**config.mk**
```make
export PLATFORM = sky130hd
export DESIGN_NAME = pxcmp_top
export DESIGN_NICKNAME = d
export VERILOG_FILES = /design/src/rtl/pxcmp_pkg.sv /design/src/rtl/pxcmp_borrow_msb.sv /design/src/rtl/pxcmp_xor_above.sv /design/src/rtl/pxcmp_guard_spread.sv /design/src/rtl/pxcmp_top.sv
export SDC_FILE = /design/constraint.sdc
export NUM_CORES = 1
export LEC_CHECK = 0
export ABC_AREA = 1
export ABC_CLOCK_PERIOD_IN_PS = 2900
export BUFFER_PORTS_ARGS = -buffer_cell sky130_fd_sc_hd__buf_4
export CELL_PAD_IN_SITES_DETAIL_PLACEMENT = 0
export CELL_PAD_IN_SITES_GLOBAL_PLACEMENT = 1
export CORE_MARGIN = 2
export CORE_UTILIZATION = 29
export CTS_CLUSTER_DIAMETER = 40
export DETAILED_ROUTE_END_ITERATION = 10
export PLACE_DENSITY = 0.78
export SETUP_SLACK_MARGIN = 0.02
export SYNTH_ARGS = -nofsm -noshare
export SYNTH_HDL_FRONTEND = slang
export SYNTH_HIERARCHICAL = 1
export SYNTH_SLANG_ARGS = --single-unit
```
**constraint.sdc**
```tcl
create_clock -name clk -period 2.9 [get_ports clk]
set_input_delay 0.435 -clock clk [delete_from_list [all_inputs] [get_ports clk]]
set_output_delay 0.435 -clock clk [all_outputs]
set_load 0.02 [all_outputs]
```
**src/rtl/pxcmp_pkg.sv**
```systemverilog
`timescale 1ns/1ps
package pxcmp_pkg;

    // Datapath chosen at build time; all three give identical answers.
    typedef enum int {
        VAR_BORROW_MSB   = 0,
        VAR_XOR_ABOVE    = 1,
        VAR_GUARD_SPREAD = 2
    } variant_e;

    // Output sequencer states.
    typedef enum logic {
        ST_IDLE = 1'b0,
        ST_EMIT = 1'b1
    } out_state_e;

endpackage

```
**src/rtl/pxcmp_borrow_msb.sv**
```systemverilog
`timescale 1ns/1ps
// Borrow out of each field, taken at the field's top bit of a word-wide difference.
module pxcmp_borrow_msb #(
    parameter int B_W = 5,
    parameter int G_W = 6,
    parameter int R_W = 5
) (
    input  logic [B_W+G_W+R_W-1:0] x,
    input  logic [B_W+G_W+R_W-1:0] y,
    output logic                   ge
);
    localparam int W = B_W + G_W + R_W;
    localparam logic [W-1:0] ONE = {{(W-1){1'b0}}, 1'b1};
    localparam logic [W-1:0] TOP_MASK = (ONE << (B_W - 1))
                                      | (ONE << (B_W + G_W - 1))
                                      | (ONE << (W - 1));

    logic [W-1:0] diff;
    logic [W-1:0] bout;

    always_comb begin
        diff = x - y;
        // Borrow out of bit i: y set where x clear, or equal bits passing a borrow in.
        bout = (~x & y) | (~(x ^ y) & diff);
        ge   = ~|(bout & TOP_MASK);
    end

endmodule

```
**src/rtl/pxcmp_xor_above.sv**
```systemverilog
`timescale 1ns/1ps
// Borrow into the bit just above each field, recovered as x ^ y ^ diff.
module pxcmp_xor_above #(
    parameter int B_W = 5,
    parameter int G_W = 6,
    parameter int R_W = 5
) (
    input  logic [B_W+G_W+R_W-1:0] x,
    input  logic [B_W+G_W+R_W-1:0] y,
    output logic                   ge
);
    localparam int W  = B_W + G_W + R_W;
    localparam int XW = W + 1;
    localparam logic [XW-1:0] ONE = {{(XW-1){1'b0}}, 1'b1};
    localparam logic [XW-1:0] ABOVE_MASK = (ONE << B_W)
                                         | (ONE << (B_W + G_W))
                                         | (ONE << W);

    logic [XW-1:0] xe;
    logic [XW-1:0] ye;
    logic [XW-1:0] diff;
    logic [XW-1:0] bin;

    always_comb begin
        xe   = {1'b0, x};
        ye   = {1'b0, y};
        diff = xe - ye;
        bin  = xe ^ ye ^ diff;
        ge   = ~|(bin & ABOVE_MASK);
    end

endmodule

```
**src/rtl/pxcmp_guard_spread.sv**
```systemverilog
`timescale 1ns/1ps
// Operands spread with a zero guard bit above each field; a set guard after
// the subtraction marks a borrow out of the field below it.
module pxcmp_guard_spread #(
    parameter int B_W = 5,
    parameter int G_W = 6,
    parameter int R_W = 5
) (
    input  logic [B_W+G_W+R_W-1:0] x,
    input  logic [B_W+G_W+R_W-1:0] y,
    output logic                   ge
);
    localparam int W    = B_W + G_W + R_W;
    localparam int SW   = W + 3;
    localparam int G0   = B_W;
    localparam int G1   = B_W + G_W + 1;
    localparam int G2   = W + 2;
    localparam logic [SW-1:0] ONE = {{(SW-1){1'b0}}, 1'b1};
    localparam logic [SW-1:0] GUARD_MASK = (ONE << G0) | (ONE << G1) | (ONE << G2);

    logic [SW-1:0] xs;
    logic [SW-1:0] ys;
    logic [SW-1:0] diff;

    always_comb begin
        xs   = {1'b0, x[W-1:B_W+G_W], 1'b0, x[B_W+G_W-1:B_W], 1'b0, x[B_W-1:0]};
        ys   = {1'b0, y[W-1:B_W+G_W], 1'b0, y[B_W+G_W-1:B_W], 1'b0, y[B_W-1:0]};
        diff = xs - ys;
        ge   = ~|(diff & GUARD_MASK);
    end

endmodule

```
**src/rtl/pxcmp_top.sv**
```systemverilog
`timescale 1ns/1ps
module pxcmp_top #(
    parameter int B_W = 5,
    parameter int G_W = 6,
    parameter int R_W = 5,
    parameter pxcmp_pkg::variant_e VARIANT = pxcmp_pkg::VAR_BORROW_MSB
) (
    input  logic        clk,
    input  logic        rst_n,
    input  logic        in_valid,
    input  logic [15:0] x_in,
    input  logic [15:0] y_in,
    output logic        ge_out,
    output logic        ge_valid
);
    import pxcmp_pkg::*;

    localparam int W = B_W + G_W + R_W;

    logic       ge_comb;
    out_state_e state_q;
    out_state_e state_d;

    // Datapath selection.
    generate
        if (VARIANT == VAR_XOR_ABOVE) begin : g_xor
            pxcmp_xor_above #(.B_W(B_W), .G_W(G_W), .R_W(R_W)) u_dp (
                .x(x_in[W-1:0]), .y(y_in[W-1:0]), .ge(ge_comb));
        end else if (VARIANT == VAR_GUARD_SPREAD) begin : g_guard
            pxcmp_guard_spread #(.B_W(B_W), .G_W(G_W), .R_W(R_W)) u_dp (
                .x(x_in[W-1:0]), .y(y_in[W-1:0]), .ge(ge_comb));
        end else begin : g_msb
            pxcmp_borrow_msb #(.B_W(B_W), .G_W(G_W), .R_W(R_W)) u_dp (
                .x(x_in[W-1:0]), .y(y_in[W-1:0]), .ge(ge_comb));
        end
    endgenerate

    // Next-state decision.
    always_comb begin
        unique case (state_q)
            ST_IDLE: state_d = in_valid ? ST_EMIT : ST_IDLE;
            ST_EMIT: state_d = in_valid ? ST_EMIT : ST_IDLE;
            default: state_d = ST_IDLE;
        endcase
    end

    // State register.
    always_ff @(posedge clk) begin
        if (!rst_n) state_q <= ST_IDLE;
        else        state_q <= state_d;
    end

    // Output register: load on strobe, otherwise hold.
    always_ff @(posedge clk) begin
        if (!rst_n)        ge_out <= 1'b0;
        else if (in_valid) ge_out <= ge_comb;
    end

    assign ge_valid = (state_q == ST_EMIT);

    // Field-by-field reference for the assertions only.
    logic ref_ge;
    always_comb begin
        ref_ge = (x_in[W-1:B_W+G_W]     >= y_in[W-1:B_W+G_W])
              && (x_in[B_W+G_W-1:B_W]   >= y_in[B_W+G_W-1:B_W])
              && (x_in[B_W-1:0]         >= y_in[B_W-1:0]);
    end

    assert_field_match_R1: assert property (@(posedge clk) disable iff (!rst_n)
        in_valid |=> (ge_out == $past(ref_ge)));
    assert_valid_latency_R2: assert property (@(posedge clk) disable iff (!rst_n)
        in_valid |=> ge_valid);
    assert_idle_hold_R3: assert property (@(posedge clk) disable iff (!rst_n)
        !in_valid |=> (!ge_valid && $stable(ge_out)));
    assert_equal_true_R4: assert property (@(posedge clk) disable iff (!rst_n)
        (in_valid && x_in == y_in) |=> ge_out);
    assert_zero_ones_R5: assert property (@(posedge clk) disable iff (!rst_n)
        (in_valid && x_in == 16'h0000 && y_in != 16'h0000) |=> !ge_out);
    assert_reset_clear_R8: assert property (@(posedge clk)
        !rst_n |=> (!ge_out && !ge_valid));

endmodule

```
### Word-level counts from Yosys, hierarchy flattened

Cells that the tools add are included.

* mux-type cells: 1
* bitwise logic cells: 6
* add/sub/neg operators: 1
* reduce and logical (&&, ||, !) cells: 2

Operators by type and width (count)
* $and A16 B16 Y16: 2
* $not A16 Y16: 2
* $or A16 B16 Y16: 1
* $sub A16 B16 Y16: 1
* $xor A16 B16 Y16: 1
* $reduce_or A3 Y1: 1
* $logic_not A1 Y1: 1
* $mux W1: 1

* bits in registers: 2
* logic and storage cells: 12
* output and inout port bits: 2

### Longest topological paths before layout

Gate-level depths: netlist of run 1.

* word-level depth: 6
* gate-level depth with buffers: 16
* mapped depth without buffers: 16

### Cells and area by module

The synthesis of run 1 kept the hierarchy.

By module, submodules not included
* pxcmp_borrow_msb: cells an instance 98, instances 1, area an instance 570.5 um2, seq. area each 0.0 um2
* pxcmp_top: cells an instance 9, instances 1, area an instance 68.8 um2, seq. area each 40.0 um2

### Least setup slack after synthesis of run 1

Ideal clock, no wire load.

* kind: input port to flip-flop
* start: input port y_in[2]
* end: register ge_out
* setup slack: 0.988 ns
* required time: 2.786 ns
* setup time: 0.114 ns
* arrival time: 1.798 ns
* buffers on the path: 0
* cell stages on the path: 14
* cells stage by stage: inv_1 ha_1 a21oi_1 nand2_1 nand2_1 nand2_1 nand2_1 nand2_1 fa_1 and3_1 inv_1 nand2_1 nand2_1 nor2_2

* longest elaborated chain between the ends: 5

RTL lines
* start, declared: RTL line pxcmp_top.sv:12 `input logic [15:0] y_in,`
* $sub A16 B16 Y16: RTL line pxcmp_borrow_msb.sv:22 `diff = x - y;`
* $and A16 B16 Y16: RTL line pxcmp_borrow_msb.sv:24 `bout = (~x & y) | (~(x ^ y) & diff);`
* $or A16 B16 Y16: RTL line pxcmp_borrow_msb.sv:24
* $reduce_or A3 Y1: RTL line pxcmp_borrow_msb.sv:25 `ge = ~|(bout & TOP_MASK);`
* $logic_not A1 Y1: RTL line pxcmp_borrow_msb.sv:25
* net ge_comb: RTL line pxcmp_top.sv:20 `logic ge_comb;`
* end signal, assigned: RTL line pxcmp_top.sv:56 `else if (in_valid) ge_out <= ge_comb;`
* end, declared: RTL line pxcmp_top.sv:13 `output logic ge_out,`

The timed path passes the listed nets, and every way through them passes these cells.
A chain may end at the register's enable or synchronous reset.

### Final worst setup path of run 1

Same ends and word-level chain as after synthesis.

==> summary.txt, run 1 <==
Worst setup path
  – Worst Path Required: 3.01 ns
  – Chain of cells forming the critical path: buf_4, inv_1, ha_1, a21oi_1, nand2_1, nand2_1, nand2_1, nand2_1, nand2_1, fa_1, and3_1, inv_1, nand2_1, nand2_1, nor2_2
  – Arrival time of the worst setup path: 1.99 ns
  – Bufs and invs on worst path: 3
  – Critical path class: in -> reg
  – Category of cells accounting for the largest share of critical-path delay: adder cells
  – Crit path max fanout: 4
  – Kind of capture point of the worst setup path: flop
  – Delay of the slowest critical-path stage: 0.35 ns
  – Launching point of the worst reg2reg path: ge_out
  – CP most frequent cell: sky130_fd_sc_hd__nand2_1
  – First element of the critical path: y_in[2]
  – CP max-delay cell: sky130_fd_sc_hd__fa_1
  – Startpoint types: input pin

Logic synthesis
  – Number of register bits inferred by synthesis: 2
  – Ys Warns: 6
  – Netlist area before placement: 639 sq um
  – Post-synth net total: 159
  – Proportion of synthesized chip area in sequential cells: 0.0626
  – Cell count after synthesis: 107
  – Number of distinct library cells after synthesis: 14
  – Synth Area per Inst: 5.98 sq um

Routing
  – Routed WL per cell: 7.94 um
  – Final wirelength: 1370 um
  – First drt pass iteration count: 2
  – Total via count after detailed routing: 721
  – Residual DRC: 0
  – Vias/cell: 4.17
  – Antenna violation net count after detailed routing: 0
  – Starting DRC count in detailed routing: 5

Outcome
  – Run status: finished, final reports clean

Floorplanning
  – Die footprint: 2600 sq um
  – Die Height: 51.0 um
  – Row count: 16
  – Core region area: 2020 sq um
  – I/O pin count: 37
  – Horizontal extent of the die: 51.0 um
  – Starting density of the core: 0.316

Placed design
  – Detailed placer's ending HPWL: 1260 um
  – Gpl congestion: 0.763
  – Placement-stage cell area: 943 sq um
  – Buffers on Ports: 36

Timing
  – Final Cycle Share: 0.647
  – Setup Skew: 0 ns
  – Actual transition at the worst max-transition pin: 0.145 ns
  – Remaining max-slew budget at the tightest pin: 0.903
  – Final Setup Violations: 0
  – Pins Over Slew Limit: 0
  – Highest attainable clock frequency: 533 MHz
  – Hold violation count in the final report: 0
  – Final-layout setup total negative slack: 0 ns
  – RSZ-0062 raised after global routing: false
  – Clock period minus worst slack: 1.88 ns

Min path
  – Worst Hold Launch: rst_n
  – Path category of the worst min-delay check: in -> reg

Global route
  – Maximum number of pins on one net before global-route repair: 5
  – Number of global-route vias before repair: 677
  – Antenna violations before repair: 0
  – First-pass GRT wire length: 2460 um
  – Final global-route overflow total: 0
  – Total global routing track utilization: 0.118

Cells and area
  – Layout Nets: 200
  – Area of all placed cells without fillers: 966 sq um
  – Antenna Cells: 0
  – Layout-stage area growth over the synthesis result: 51.1%
  – Count of filler cells inserted in the layout: 224
  – Fraction of final layout cells sized beyond drive strength 1: 0.288

CTS
  – Buffer type at the clock tree root: sky130_fd_sc_hd__clkbuf_4
  – Maximum level of the CTS H-tree: 1
  – Cts hold-fix bufs: 0
  – CTS max path bufs: 2
  – TritonCTS clock tree: done
  – Clock insertion delay at the later pin of the skew report: 0.22 ns
  – Number of CTS-inserted buffers: 3
  – Clock transition at the registers of the reported paths: 0.03 ns
  – PostCTS Resize Cnt: 0
  – Setup bufs post-CTS: 0
  – Sinks on the clock net: 2

Run
  – Max-cap check violation count: 0

Power and ir drop
  – Worst vdd rail ir drop: 0.144 mV
  – Areal power density over the cells: 219 nW/um^2
  – Leak: 0.632 nW
-- synthesized netlist by cell type (all sizes together) --
cell	n	area share
o21a	1	0.012
nand2	36	0.21
a21o	1	0.012
o21ai	1	0.0078
nor2	6	0.043
nand3	4	0.031
dfxtp	2	0.063
a21oi	8	0.063
inv	29	0.17
and3	2	0.020
ha	14	0.27
fa	3	0.094
-- cell usage in the layout (no fill, tap or decap), drive strengths merged, types with 2 or more instances in the layout --
| cell type | n |
|---|---|
| nand2 | 36 |
| buf | 36 |
| inv | 29 |
| ha | 14 |
| a21oi | 8 |
| nor2 | 6 |
| nand3 | 4 |
| clkbuf | 3 |
| fa | 3 |
| and3 | 2 |
| dfxtp | 2 |
-- layout make-up --
class	instances	area, sq um	share of cell area
sequential	2	40.0	0.0415
timing repair buffer	36	270	0.280
inverter	29	109	0.113
multi-input combinational	76	490	0.508
clock buffer	3	22.5	0.0233
tap	27	33.8	0.0350
-- flip-flops by register name, summed over array words and instances, names as in the netlist --
register / count
ge_valid: 1
ge_out: 1
-- per-stage QoR --
stage | setup slack, ns | hold WS, ns | cells | total power, mW | util
after floorplan | 0.988 | 0.528 | 107 | 0.100 | -
after global placement | 0.808 | 0.485 | 170 | 0.152 | 0.467
after detailed placement | 0.800 | 0.488 | 170 | 0.153 | 0.467
after CTS | 1.03 | 0.410 | 173 | 0.218 | 0.478
after global routing | 0.864 | 0.429 | 173 | 0.236 | 0.478
final | 1.02 | 0.414 | 173 | 0.211 | 0.478
-- metal layers --
| layer | track usage | share of wire |
|---|---|---|
| met5 | 0 | 0 |
| met4 | 0.0541 | 0 |
| met3 | 0.0117 | 0.076 |
| met2 | 0.201 | 0.49 |
| met1 | 0.147 | 0.44 |
-- worst min-delay path, stage by stage --
cell and delay [ns]:
sky130_fd_sc_hd__buf_4 0.08, sky130_fd_sc_hd__nand2_1 0.05, sky130_fd_sc_hd__inv_1 0.04
-- final timing paths --
path / endpoint / depth (start not counted) / slack, ns
max: ge_out / 15 / 1.02
min: ge_valid / 3 / 0.41
max reg2reg: ge_out / 2 / 2.32
min reg2reg: ge_out / 2 / 0.49
-- power by group --
group	switching, mW	internal, mW	total [mW]
Combinational	0.0568	0.0643	0.121
Clock	0.0148	0.0455	0.0604
Sequential	0.000576	0.0294	0.0300
-- kinds of logic after synthesis --
logic type,share of synthesized area
AND/OR/NAND/NOR,0.305
buffers and inverters,0.170
AO/OA/AOI/OAI,0.0939
flip-flops,0.0626
adder cells (fa/ha/maj),0.368
Power figures use the tool's default switching activity.
==> run 2, diff against run 1 <==
Settings changed: ABC_AREA 1 to 0, ABC_CLOCK_PERIOD_IN_PS 2900 to 1900, CORE_UTILIZATION 29 to 26, PLACE_DENSITY 0.78 to 0.73.
Clock period 2.9 ns to 1.9 ns, I/O delays scaled along.
==> summary.txt, run 2 <==
Logic synthesis
  – Area fraction of the dominant cell type after synthesis: 0.333 (+0.0594)
  – Proportion of synthesized chip area in sequential cells: 0.0762 (+0.0136)
  – Ranking of synthesized cells by instance count: sky130_fd_sc_hd__inv_1, sky130_fd_sc_hd__ha_1, sky130_fd_sc_hd__a21oi_1
  – Area leader, netlist: sky130_fd_sc_hd__ha_1
  – Most used flip-flop cell after synthesis: sky130_fd_sc_hd__dfxtp_1
  – Number of register bits inferred by synthesis: 2 (unchanged)
  – Netlist area before placement: 526 sq um (-18%)
  – Post-synth net total: 119 (-25%)
  – Cell count after synthesis: 67 (-37%)
  – Async S/R FF share, synth: 0 (unchanged)
  – Synth Area per Inst: 7.84 sq um (+31%)
  – Number of distinct library cells after synthesis: 21 (+7)
  – Count leader, synth: sky130_fd_sc_hd__inv_1
  – Largest cells by area after synthesis: sky130_fd_sc_hd__ha_1, sky130_fd_sc_hd__fa_1, sky130_fd_sc_hd__inv_1, sky130_fd_sc_hd__dfxtp_1, sky130_fd_sc_hd__a21oi_1
  – Ys Warns: 6 (unchanged)
  – Count of flip-flops with a built-in enable after synthesis: 0 (unchanged)

Min path
  – Hold path cells: 2 (-1)
  – Worst Hold Launch: rst_n
  – Path category of the worst min-delay check: in -> reg
  – Min-Delay Endpoint: ge_valid

Worst setup path
  – Worst R2R End: ge_out
  – Startpoint types: input pin
  – CP max-delay cell: sky130_fd_sc_hd__fa_2
  – Launching point of the worst reg2reg path: ge_out
  – FF-to-FF setup slack: 1.31 ns (-1.01 ns)
  – Worst reg-to-reg path cell count: 2 (unchanged)
  – Delay of the slowest critical-path stage: 0.33 ns (-0.02 ns)
  – CP most frequent cell: sky130_fd_sc_hd__o21ai_2
  – Arrival time of the worst setup path: 1.89 ns (-0.10 ns)
  – Chain of cells forming the critical path: buf_4, inv_2, ha_4, a21oi_2, o21ai_2, a31oi_4, o21ai_2, fa_2, and3_1, mux2i_1, nor2b_1
  – Worst Path Required: 2.01 ns (-1.00 ns)
  – Kind of capture point of the worst setup path: flop
  – Crit path max fanout: 2 (-2)
  – Critical path class: in -> reg

Cells and area
  – Most common cell after layout, fill and taps aside: sky130_fd_sc_hd__buf_4
  – Final core utilization: 0.521 (+0.0435)
  – Count of filler cells inserted in the layout: 193 (-14%)
  – Layout Nets: 165 (-18%)
  – Layout-stage area growth over the synthesis result: 92.6%
  – Filler-free cell count of the finished design: 138 (-20%)
  – Fraction of final layout cells sized beyond drive strength 1: 0.604 (+0.316)
  – Antenna Cells: 0 (unchanged)
  – Highest-count cells in the layout ignoring fill and taps: sky130_fd_sc_hd__buf_4, sky130_fd_sc_hd__inv_1, sky130_fd_sc_hd__ha_1

Outcome
  – Run status: finished, final reports clean

Timing
  – Hold violation count in the final report: 0 (unchanged)
  – Pins Over Slew Limit: 0 (unchanged)
  – Final Cycle Share: 0.937
  – Worst hold slack across all endpoints: 0.300 ns (-0.114 ns)
  – Highest attainable clock frequency: 562 MHz
  – Clock period minus worst slack: 1.78 ns
  – Setup Skew: 0 ns (unchanged)
  – Remaining max-slew budget at the tightest pin: 0.857 (-0.0454)
  – Final Setup Violations: 0 (unchanged)
  – Actual transition at the worst max-transition pin: 0.212 ns (+0.0671 ns)

Global route
  – First-pass GRT wire length: 2390 um (-2.8%)
  – Total global routing track utilization: 0.124 (+0.00631)
  – Final global-route overflow total: 0 (unchanged)
  – Number of global-route vias before repair: 628 (-7.2%)
  – Antenna violations before repair: 0 (unchanged)
  – Maximum number of pins on one net before global-route repair: 5 (unchanged)

Floorplanning
  – I/O pin count: 37 (unchanged)
  – Row count: 16 (unchanged)
  – Horizontal extent of the die: 49.0 um (-3.9%)
  – Die Height: 49.0 um (-3.9%)
  – Starting density of the core: 0.271 (-0.0456)
  – Core region area: 1940 sq um (-4.0%)
  – Die footprint: 2400 sq um (-7.7%)

CTS
  – Clock insertion delay at the later pin of the skew report: 0.22 ns (about the same)
  – Buffer type at the clock tree root: sky130_fd_sc_hd__clkbuf_4
  – CTS max path bufs: 2 (unchanged)
  – Clock transition at the registers of the reported paths: 0.03 ns (about the same)
  – Number of CTS-inserted buffers: 3 (unchanged)
  – Cts hold-fix bufs: 0 (unchanged)
  – TritonCTS clock tree: done
  – Sinks on the clock net: 2 (unchanged)
  – Maximum level of the CTS H-tree: 1 (unchanged)

Power and ir drop
  – Net switching component of the power: 0.116 mW (+61%)
  – Worst vdd rail ir drop: 0.246 mV (+71%)
  – Combinational share of power: 0.608 (+0.035)
  – Power share of the sequential group: 0.126 (-0.016)
  – Leak: 0.518 nW (-18%)
  – Internal Power: 0.237 mW (+70%)
  – Clk network pwr share: 0.266 (-0.019)
  – Areal power density over the cells: 349 nW/um^2 (+59%)
  – Switching power share of the total: 0.329 (-0.0123)
  – Total power: 0.353 mW (+67%)

Placed design
  – Gpl congestion: 0.700 (-8.3%)
  – Placed Cells: 135 (-21%)
  – Buffers on Ports: 36 (unchanged)
  – Detailed placer's ending HPWL: 1100 um (-13%)

Routing
  – Total via count after detailed routing: 604 (-16%)
  – Starting DRC count in detailed routing: 4 (-1)
  – Vias/cell: 4.38 (+5.0%)
  – Routed WL per cell: 9.92 um (+25%)
  – Antenna violation net count after detailed routing: 0 (unchanged)
  – Final wirelength: 1370 um (-0.36%)
  – Residual DRC: 0 (unchanged)
  – First drt pass iteration count: 4 (+2)

Run
  – Max-cap check violation count: 0 (unchanged)
==> run 2: cell types whose count changed after synthesis, sizes merged, moves of 3 or more <==
cell    delta
nand2     -33
inv       -14
nor2       -5
o21ai      +5
a211oi     +3
a21oi      -3
==> run 2: kinds of logic after synthesis <==
group | Yosys count | synth area share
fa+ha+maj | 17 | 0.448
simple gates | 15 | 0.152
buf+inv | 15 | 0.107
flops | 2 | 0.0762
mux | 1 | 0.0190
compound gates | 17 | 0.198
==> run 2: metal layers <==
metal | global-route usage | vias up | wire [um]
li1 | - | 317 | -
met1 | 0.156 | 265 | 569
met2 | 0.189 | 20 | 708
met3 | 0.0368 | 2 | 79
met4 | 0.0667 | 0 | 11
met5 | 0 | - | 0
==> run 2: critical path, delay by kind of cell <==
family	cells	cell delay [ns]
AO/OA/AOI/OAI	4	0.51
adder cells (fa/ha/maj)	2	0.54
buffers and inverters	2	0.19
multiplexers	1	0.13
AND/OR/NAND/NOR	2	0.23
==> run 2: how the worst max path moves through the flow <==
stage                        from  endpoint  slack [ns]
final                     y_in[4]    ge_out        0.12
after CTS                 y_in[6]    ge_out        0.03
after global routing      y_in[4]    ge_out      -0.006
after global placement    y_in[4]    ge_out       -0.26
after detailed placement  y_in[4]    ge_out       -0.28
after floorplan           y_in[4]    ge_out        0.03
==> run 2: layout make-up <==
class / instances / area (sq um) / area share
clock buffer: 3 / 22.5 / 0.0222
inverter: 15 / 56.3 / 0.0556
multi-input combinational: 50 / 552 / 0.545
sequential: 2 / 40.0 / 0.0396
tap: 27 / 33.8 / 0.0334
timing repair buffer: 41 / 308 / 0.304
==> run 2: repair_timing <==
| action | CTS | global route |
|---|---|---|
| gates resized for setup | 2 | 20 |
| pin swaps | 1 | 10 |
| setup buffers | 0 | 0 |
| setup endpoints to repair | 1 | 1 |
==> run 2: per-stage QoR <==
stage / setup WS (ns) / cell area (sq um) / setup TNS, ns
2_1_floorplan: 0.0301 / 531 / 0
3_3_place_gp: -0.258 / 872 / -0.258
3_5_place_dp: -0.281 / 872 / -0.281
4_1_cts: 0.0274 / 897 / 0
5_1_grt: -0.00588 / 1010 / -0.00588
6_report: 0.120 / 1010 / 0
==> run 2: power by group through the flow <==
stage / combinational (mW) / clock [mW] / sequential [mW]
2_1_floorplan: 0.0840 / 0 / 0.0474
5_1_grt: 0.243 / 0.104 / 0.0446
6_report: 0.215 / 0.0939 / 0.0446
3_3_place_gp: 0.169 / 0 / 0.0452
3_5_place_dp: 0.172 / 0 / 0.0451
4_1_cts: 0.174 / 0.101 / 0.0445
